**src/rtl/stack_cs_pkg.sv**
```systemverilog
package stack_cs_pkg;

  // Positions decoded by the configuration register
  localparam int CFG_TWO_DEV_BIT = 30;
  localparam int CFG_UPPER_BIT   = 28;

  // Routing mode carried with each transaction request
  typedef enum logic [1:0] {
    ROUTE_REG    = 2'd0,
    ROUTE_AUTO   = 2'd1,
    ROUTE_REPEAT = 2'd2,
    ROUTE_RSVD   = 2'd3
  } route_mode_e;

  // Resolved configuration seen by one start
  typedef struct packed {
    logic two_dev;
    logic upper;
  } route_cfg_t;

endpackage

```
**src/rtl/stack_cfg_reg.sv**
```systemverilog
module stack_cfg_reg
  import stack_cs_pkg::*;
#(
  parameter int CFG_W = 32
) (
  input  logic             clk,
  input  logic             rst_n,
  input  logic             we,
  input  logic [CFG_W-1:0] wdata,
  output route_cfg_t       cfg_q,
  output route_cfg_t       cfg_eff
);

  route_cfg_t wr_cfg;
  logic       unused_wbits;

  always_comb begin
    wr_cfg.two_dev = wdata[CFG_TWO_DEV_BIT];
    wr_cfg.upper   = wdata[CFG_UPPER_BIT];
  end

  assign unused_wbits = ^wdata;

  always_ff @(posedge clk or negedge rst_n) begin
    if (!rst_n) cfg_q <= '0;
    else if (we) cfg_q <= wr_cfg;
  end

  // A write in the same cycle as a start is seen by that start
  assign cfg_eff = we ? wr_cfg : cfg_q;


  cfg_write_chk: assert property (@(posedge clk) disable iff (!rst_n)
    we |=> (cfg_q.two_dev == $past(wdata[CFG_TWO_DEV_BIT])));

endmodule

```
**src/rtl/stack_addr_xlate.sv**
```systemverilog
module stack_addr_xlate
  import stack_cs_pkg::*;
#(
  parameter int DEV_AW = 24
) (
  input  route_cfg_t        cfg,
  input  logic              last_upper,
  input  logic [1:0]        mode,
  input  logic [DEV_AW:0]   lin_addr,
  output logic              to_upper,
  output logic [DEV_AW-1:0] local_addr
);

  localparam int LIN_AW = DEV_AW + 1;
  localparam logic [LIN_AW-1:0] HALF_CAP = {1'b1, {DEV_AW{1'b0}}};

  function automatic logic in_upper_half(input logic [LIN_AW-1:0] a);
    return a >= HALF_CAP;
  endfunction

  function automatic logic [DEV_AW-1:0] strip_half(input logic [LIN_AW-1:0] a);
    logic [LIN_AW-1:0] d;
    d = a - HALF_CAP;
    return d[DEV_AW-1:0];
  endfunction

  function automatic logic [DEV_AW-1:0] clip(input logic [LIN_AW-1:0] a);
    return a[DEV_AW-1:0];
  endfunction

  route_mode_e m;
  assign m = route_mode_e'(mode);

  always_comb begin
    to_upper   = 1'b0;
    local_addr = clip(lin_addr);
    if (cfg.two_dev) begin
      unique case (m)
        ROUTE_AUTO: begin
          to_upper = in_upper_half(lin_addr);
          if (to_upper) local_addr = strip_half(lin_addr);
        end
        ROUTE_REPEAT: to_upper = last_upper;
        default:      to_upper = cfg.upper;
      endcase
    end
  end

endmodule

```
**src/rtl/stack_cs_seq.sv**
```systemverilog
module stack_cs_seq #(
  parameter int DEV_AW = 24
) (
  input  logic              clk,
  input  logic              rst_n,
  input  logic              start,
  input  logic              stop,
  input  logic              two_dev_in,
  input  logic              upper_in,
  input  logic [DEV_AW-1:0] addr_in,
  output logic              active,
  output logic              upper_q,
  output logic              two_dev_q,
  output logic [DEV_AW-1:0] addr_q,
  output logic              cs_lo_n,
  output logic              cs_hi_n
);

  logic accept;
  logic release_x;

  assign accept    = start && !active;
  assign release_x = stop && active;

  always_ff @(posedge clk or negedge rst_n) begin
    if (!rst_n) begin
      active    <= 1'b0;
      upper_q   <= 1'b0;
      two_dev_q <= 1'b0;
      addr_q    <= '0;
    end else if (accept) begin
      active    <= 1'b1;
      upper_q   <= two_dev_in && upper_in;
      two_dev_q <= two_dev_in;
      addr_q    <= addr_in;
    end else if (release_x) begin
      active    <= 1'b0;
    end
  end

  assign cs_lo_n = !(active && !upper_q);
  assign cs_hi_n = !(active && upper_q);


  open_chk: assert property (@(posedge clk) disable iff (!rst_n)
    accept |=> (!cs_lo_n || !cs_hi_n));


  close_chk: assert property (@(posedge clk) disable iff (!rst_n)
    release_x |=> (cs_lo_n && cs_hi_n));


  hold_chk: assert property (@(posedge clk) disable iff (!rst_n)
    (active && $past(active)) |-> ($stable(addr_q) && $stable(upper_q)));


  busy_start_chk: assert property (@(posedge clk) disable iff (!rst_n)
    (start && active && !stop) |=> ($stable(addr_q) && active));

endmodule

```
**src/rtl/stack_cs_router.sv**
```systemverilog
module stack_cs_router
  import stack_cs_pkg::*;
#(
  parameter int DEV_AW = 24,
  parameter int CFG_W  = 32
) (
  input  logic              clk,
  input  logic              rst_n,
  input  logic              cfg_we,
  input  logic [CFG_W-1:0]  cfg_wdata,
  input  logic              req_start,
  input  logic              req_end,
  input  logic [1:0]        req_mode,
  input  logic [DEV_AW:0]   req_addr,
  output logic              cs_lo_n,
  output logic              cs_hi_n,
  output logic              xfer_busy,
  output logic [DEV_AW-1:0] dev_addr,
  output logic [DEV_AW+1:0] total_bytes
);

  localparam int CAP_W = DEV_AW + 2;
  localparam logic [CAP_W-1:0] ONE_DEV_CAP = CAP_W'(1) << DEV_AW;

  route_cfg_t        cfg_q;
  route_cfg_t        cfg_eff;
  logic              route_upper;
  logic [DEV_AW-1:0] route_addr;
  logic              last_upper;
  logic              lat_two_dev;

  stack_cfg_reg #(.CFG_W(CFG_W)) cfg_i (
    .clk     (clk),
    .rst_n   (rst_n),
    .we      (cfg_we),
    .wdata   (cfg_wdata),
    .cfg_q   (cfg_q),
    .cfg_eff (cfg_eff)
  );

  stack_addr_xlate #(.DEV_AW(DEV_AW)) xlate_i (
    .cfg        (cfg_eff),
    .last_upper (last_upper),
    .mode       (req_mode),
    .lin_addr   (req_addr),
    .to_upper   (route_upper),
    .local_addr (route_addr)
  );

  stack_cs_seq #(.DEV_AW(DEV_AW)) seq_i (
    .clk        (clk),
    .rst_n      (rst_n),
    .start      (req_start),
    .stop       (req_end),
    .two_dev_in (cfg_eff.two_dev),
    .upper_in   (route_upper),
    .addr_in    (route_addr),
    .active     (xfer_busy),
    .upper_q    (last_upper),
    .two_dev_q  (lat_two_dev),
    .addr_q     (dev_addr),
    .cs_lo_n    (cs_lo_n),
    .cs_hi_n    (cs_hi_n)
  );

  assign total_bytes = cfg_q.two_dev ? (ONE_DEV_CAP << 1) : ONE_DEV_CAP;


  single_dev_chk: assert property (@(posedge clk) disable iff (!rst_n)
    (xfer_busy && !lat_two_dev) |-> cs_hi_n);


  excl_sel_chk: assert property (@(posedge clk) disable iff (!rst_n)
    (cs_lo_n || cs_hi_n));


  mid_write_chk: assert property (@(posedge clk) disable iff (!rst_n)
    (cfg_we && xfer_busy && !req_end) |=> ($stable(cs_lo_n) && $stable(cs_hi_n)));


  auto_range_chk: assert property (@(posedge clk) disable iff (!rst_n)
    (req_start && !xfer_busy && cfg_eff.two_dev && req_mode == 2'd1 && req_addr[DEV_AW])
      |=> !cs_hi_n);

endmodule

```
**config.mk**
```make
export PLATFORM = sky130hd
export DESIGN_NAME = stack_cs_router
export DESIGN_NICKNAME = d
export VERILOG_FILES = /design/src/rtl/stack_cs_pkg.sv /design/src/rtl/stack_cfg_reg.sv /design/src/rtl/stack_addr_xlate.sv /design/src/rtl/stack_cs_seq.sv /design/src/rtl/stack_cs_router.sv
export SDC_FILE = /design/constraint.sdc
export NUM_CORES = 1
export LEC_CHECK = 0
export BUFFER_PORTS_ARGS = -buffer_cell sky130_fd_sc_hd__buf_2
export CAP_MARGIN = 20
export CORE_ASPECT_RATIO = 0.6
export CORE_MARGIN = 4
export CORE_UTILIZATION = 41
export DETAILED_ROUTE_END_ITERATION = 6
export MAX_ROUTING_LAYER = met4
export PLACE_DENSITY = 0.85
export SLEW_MARGIN = 10
export SYNTH_ARGS = -nofsm -noshare
export SYNTH_HDL_FRONTEND = slang
export SYNTH_SLANG_ARGS = --single-unit
export TNS_END_PERCENT = 1
```
**constraint.sdc**
```tcl
create_clock -name clk -period 2.7 [get_ports clk]
set_input_delay 0.135 -clock clk [delete_from_list [all_inputs] [get_ports clk]]
set_output_delay 0.135 -clock clk [all_outputs]
set_load 0.1 [all_outputs]
```
==> flow_summary.html <==
<table>
<tr><th>Metric</th><th>Value</th></tr>
<tr><th colspan="2">Power</th></tr>
<tr><td>Net switching share of the total power</td><td>59.2%</td></tr>
<tr><td>Net switching power</td><td>1.21 mW</td></tr>
<tr><td>Power per standard cell area</td><td>1230 nW/um^2</td></tr>
<tr><td>Leakage</td><td>approximately 0.9 nW</td></tr>
<tr><td>Worst voltage drop across the vdd grid</td><td>573 uV</td></tr>
<tr><td>Portion of total power attributed to combinational logic</td><td>61.6%</td></tr>
<tr><td>Clock share of power</td><td>10.4%</td></tr>
<tr><td>Internal Pwr Total</td><td>0.838 mW</td></tr>
<tr><td>Flop pwr share</td><td>28.1%</td></tr>
<tr><td>Sum of internal, switching and leakage power</td><td>2.05 mW</td></tr>
<tr><th colspan="2">Logic synthesis</th></tr>
<tr><td>List of most frequent post-synthesis cells</td><td>sky130_fd_sc_hd__dfrtp_1 (28), sky130_fd_sc_hd__buf_4 (25), sky130_fd_sc_hd__mux2_4 (18)</td></tr>
<tr><td>Post-synthesis instance area</td><td>1390 sq um</td></tr>
<tr><td>Synthesis warning total</td><td>0</td></tr>
<tr><td>Mean instance size in the synthesized netlist</td><td>14.2 sq um</td></tr>
<tr><td>Sequential cell area fraction in the yosys report</td><td>50.5%</td></tr>
<tr><td>Post-synthesis cell count</td><td>98</td></tr>
<tr><td>Number of enable flip-flop cells after synthesis</td><td>0</td></tr>
<tr><td>Most used DFF post-synth</td><td>sky130_fd_sc_hd__dfrtp_1</td></tr>
<tr><td>Proportion of netlist area held by the largest area contributor</td><td>approximately 50%</td></tr>
<tr><td>Count of different cell masters after synthesis</td><td>17</td></tr>
<tr><td>Library cell with the largest summed area after synthesis</td><td>sky130_fd_sc_hd__dfrtp_1</td></tr>
<tr><td>Top cells by area in the synthesized netlist</td><td>sky130_fd_sc_hd__dfrtp_1 (50%), sky130_fd_sc_hd__mux2_4 (19%), sky130_fd_sc_hd__buf_4 (14%)</td></tr>
<tr><td>Count of state elements after synthesis</td><td>28</td></tr>
<tr><td>Dominant cell by count in the synthesized netlist</td><td>sky130_fd_sc_hd__dfrtp_1</td></tr>
<tr><td>Proportion of register bits with asynchronous set or reset after synthesis</td><td>100%</td></tr>
<tr><th colspan="2">Timing</th></tr>
<tr><td>Count of final hold-check violations</td><td>0</td></tr>
<tr><td>Clock skew</td><td>5.25 ps</td></tr>
<tr><td>Crit path time final</td><td>1700 ps</td></tr>
<tr><td>Max-slew violation total from the final report</td><td>0</td></tr>
<tr><td>Summed negative setup slack over all endpoints</td><td>0 ps</td></tr>
<tr><td>Setup Viol. Count Final</td><td>0</td></tr>
<tr><td>Fraction of the cycle the final worst path needs</td><td>62.9%</td></tr>
<tr><td>Setup repair after global routing missed its margin</td><td>no</td></tr>
<tr><td>Highest clock frequency the design can meet</td><td>0.589 GHz</td></tr>
<tr><td>Pin slew with the least headroom to its limit</td><td>603 ps</td></tr>
<tr><td>Worst max-slew margin expressed relative to the limit</td><td>59.8%</td></tr>
<tr><td>Fin worst setup slack</td><td>1000 ps</td></tr>
<tr><th colspan="2">Clock network</th></tr>
<tr><td>Clock latency of the later-clocked register in the worst-skew pair</td><td>260 ps</td></tr>
<tr><td>Root buffer cell</td><td>sky130_fd_sc_hd__clkbuf_8</td></tr>
<tr><td>Maximum buffer depth of the clock tree</td><td>2</td></tr>
<tr><td>Hold buffers post-CTS</td><td>1</td></tr>
<tr><td>Sinks on the clock net</td><td>28</td></tr>
<tr><td>CTS clock-pin slew for the worst setup and hold paths</td><td>~90 ps</td></tr>
<tr><td>Number of buffers created by CTS</td><td>3</td></tr>
<tr><td>Post-CTS Setup Inserts</td><td>0</td></tr>
<tr><td>Clock tree from TritonCTS</td><td>built</td></tr>
<tr><td>H-tree levels</td><td>1</td></tr>
<tr><td>Resized cells post-CTS</td><td>0</td></tr>
<tr><th colspan="2">Critical path</th></tr>
<tr><td>Worst Setup End Kind</td><td>flip-flop</td></tr>
<tr><td>Master of the slowest instance on the critical path</td><td>sky130_fd_sc_hd__dfrtp_1</td></tr>
<tr><td>Startpoint type of the worst setup path</td><td>flip-flop</td></tr>
<tr><td>Worst EP arrival</td><td>around 1900 ps</td></tr>
<tr><td>Data required time of the worst path</td><td>2860 ps</td></tr>
<tr><td>Slowest Stage Delay on Critical Path</td><td>about 460 ps</td></tr>
<tr><td>Critical path fanouts, max</td><td>16</td></tr>
<tr><td>Critical Setup Path Class</td><td>flip-flop to flip-flop</td></tr>
<tr><td>Cell family contributing the most delay on the critical path</td><td>flip-flops</td></tr>
<tr><td>Worst path cell trace</td><td>nor2b_4 -&gt; buf_4 -&gt; mux2_2</td></tr>
<tr><td>Count of buffering cells on the critical path with inverters included</td><td>1</td></tr>
<tr><th colspan="2">Route</th></tr>
<tr><td>Number of DRC violations after detailed routing</td><td>0</td></tr>
<tr><td>Mean routed wirelength per cell</td><td>12.5 microns</td></tr>
<tr><td>Length of the first detailed-routing pass in iterations</td><td>4</td></tr>
<tr><td>Initial drt markers</td><td>4</td></tr>
<tr><td>Wirelength, routed</td><td>around 2.6 mm</td></tr>
<tr><td>Detailed-route vias per instance</td><td>between 4 and 5</td></tr>
<tr><td>Vias</td><td>854</td></tr>
<tr><td>Post-route ant nets</td><td>0</td></tr>
<tr><th colspan="2">Finish</th></tr>
<tr><td>Area growth, synth to finish</td><td>20.5%</td></tr>
<tr><td>Non-filler cells in the finished layout</td><td>between 200 and 250</td></tr>
<tr><td>Fraction of final layout cells with drive strength greater than 1</td><td>58.1%</td></tr>
<tr><td># nets final</td><td>228</td></tr>
<tr><td>Final non-filler cell area</td><td>1670 sq um</td></tr>
<tr><td>Count of antenna diodes in the layout</td><td>0</td></tr>
<tr><th colspan="2">Placement</th></tr>
<tr><td>Place WS</td><td>approximately 1000 ps</td></tr>
<tr><td>Cell area reported after detailed placement</td><td>between 1500 and 2000 sq um</td></tr>
<tr><td>Placer Congestion</td><td>0.749</td></tr>
<tr><td>HPWL after detailed placement</td><td>around 2.1 mm</td></tr>
<tr><td>Placed cells</td><td>201</td></tr>
<tr><td>Port Buf Inserts</td><td>62</td></tr>
<tr><th colspan="2">Global routing</th></tr>
<tr><td>Global-route wire length before repair</td><td>~4.2 mm</td></tr>
<tr><td>Overflow after GRT</td><td>0</td></tr>
<tr><td>Global-route total usage across every layer</td><td>between 10 and 15%</td></tr>
<tr><td>Antenna violations before repair</td><td>0</td></tr>
<tr><td>Pin count of the biggest net entering global routing</td><td>29</td></tr>
<tr><td>Via count of the first global-routing pass</td><td>915</td></tr>
<tr><th colspan="2">Job</th></tr>
<tr><td>Number of maximum-capacitance violations</td><td>0</td></tr>
<tr><th colspan="2">Die</th></tr>
<tr><td>Horiz. Die Dim</td><td>83.1 microns</td></tr>
<tr><td>Row count</td><td>16</td></tr>
<tr><td>Height of the chip</td><td>about 53 microns</td></tr>
<tr><td>Area of the core</td><td>3260 sq um</td></tr>
<tr><td>Num ports</td><td>117</td></tr>
<tr><td>Initial core utilization</td><td>42.6%</td></tr>
<tr><td>Total die area</td><td>about 4400 sq um</td></tr>
<tr><th colspan="2">Run status</th></tr>
<tr><td>Result of the run</td><td>complete, no violations</td></tr>
<tr><th colspan="2">Hold path</th></tr>
<tr><td>Path type of the worst min-delay path</td><td>input pin to flip-flop</td></tr>
</table>
-- power by group through the flow --
stage / registers [mW] / logic [mW] / clock network (mW)
final: 0.576 / 1.26 / 0.213
after global routing: 0.591 / 1.30 / 0.248
after CTS: 0.578 / 1.27 / 0.226
after detailed placement: 0.583 / 1.27 / 0
after global placement: 0.578 / 1.26 / 0
after floorplan: 1.29 / 0.421 / 0
-- logic make-up after synthesis --
group,count (synthesis),share of synthesized area (%)
buffers and inverters,33,18.2
multiplexers,26,25.9
adder cells (fa/ha/maj),2,1.80
AND/OR/NAND/NOR,4,1.26
flip-flops,28,50.5
other,1,0.270
AO/OA/AOI/OAI,4,2.07
-- through the flow --
stage	utilization, %	hold slack, ps
2_1_floorplan	-	-161
3_3_place_gp	49.7	181
3_5_place_dp	49.7	185
4_1_cts	51.3	24.8
5_1_grt	51.3	18.7
6_report	51.3	32.2
-- state kept, by name, indices dropped and copies added (netlist names) --
signal / count
cfg_i.cfg_q: 2
seq_i.upper_q: 1
seq_i.addr_q: 24
seq_i.active: 1
-- worst reg2reg max path, stage by stage (launching register included) --
cell and delay, ps:
sky130_fd_sc_hd__dfrtp_1 460, sky130_fd_sc_hd__nor2b_4 390, sky130_fd_sc_hd__buf_4 360, sky130_fd_sc_hd__mux2_2 380
-- final cells by class --
class,count,area [sq um]
Tap cell,45,56.3
Inverter,5,18.8
Fill cell,292,1590
Clock buffer,3,41.3
Sequential cell,28,701
Multi-Input combinational cell,60,529
Timing Repair Buffer,64,328
-- per-layer routing --
metal / share of wire [%] / GRT usage, % / vias up
met5: 0 / - / -
met4: 0 / 1.90 / 0
met3: 9.5 / 5.44 / 0
met2: 47 / 19.4 / 48
met1: 44 / 15.9 / 407
li1: - / - / 399
-- path summary, 6_finish.rpt --
| check | startpoint | endpoint | slack [ps] | depth (start not counted) |
|---|---|---|---|---|
| worst max-delay path | seq_i.active$_DFFE_PN0P_ | seq_i.addr_q[22]$_DFFE_PN0P_ | 1000 | 3 |
| worst min-delay path | req_end | seq_i.active$_DFFE_PN0P_ | 30 | 2 |
| worst max register to register | seq_i.active$_DFFE_PN0P_ | seq_i.addr_q[22]$_DFFE_PN0P_ | 1000 | 3 |
| worst min register to register | cfg_i.cfg_q[0]$_DFF_PN0_ | cfg_i.cfg_q[0]$_DFF_PN0_ | 510 | 1 |
| max in group asynchronous | rst_n | seq_i.addr_q[0]$_DFFE_PN0P_ | 1890 | 2 |
| min in group asynchronous | rst_n | seq_i.upper_q$_DFFE_PN0P_ | 420 | 2 |
-- cell usage in the layout, fill, tap and decap left out --
cell | Yosys | layout
sky130_fd_sc_hd__mux2_4 | 18 | 18
sky130_fd_sc_hd__a21oi_1 | 1 | 1
sky130_fd_sc_hd__o21ai_0 | 1 | 1
sky130_fd_sc_hd__nand2_1 | 2 | 2
sky130_fd_sc_hd__nor2b_4 | 0 | 1
sky130_fd_sc_hd__nor2_1 | 1 | 1
sky130_fd_sc_hd__ha_1 | 2 | 2
sky130_fd_sc_hd__a221o_1 | 1 | 1
sky130_fd_sc_hd__dfrtp_1 | 28 | 28
sky130_fd_sc_hd__o2111ai_1 | 1 | 1
sky130_fd_sc_hd__buf_4 | 25 | 1
sky130_fd_sc_hd__buf_2 | 0 | 62
sky130_fd_sc_hd__dlygate4sd3_1 | 0 | 1
sky130_fd_sc_hd__clkbuf_8 | 0 | 3
sky130_fd_sc_hd__mux2_2 | 8 | 8
sky130_fd_sc_hd__inv_1 | 5 | 5
sky130_fd_sc_hd__conb_1 | 1 | 24
(Power assumes the default switching activity.)
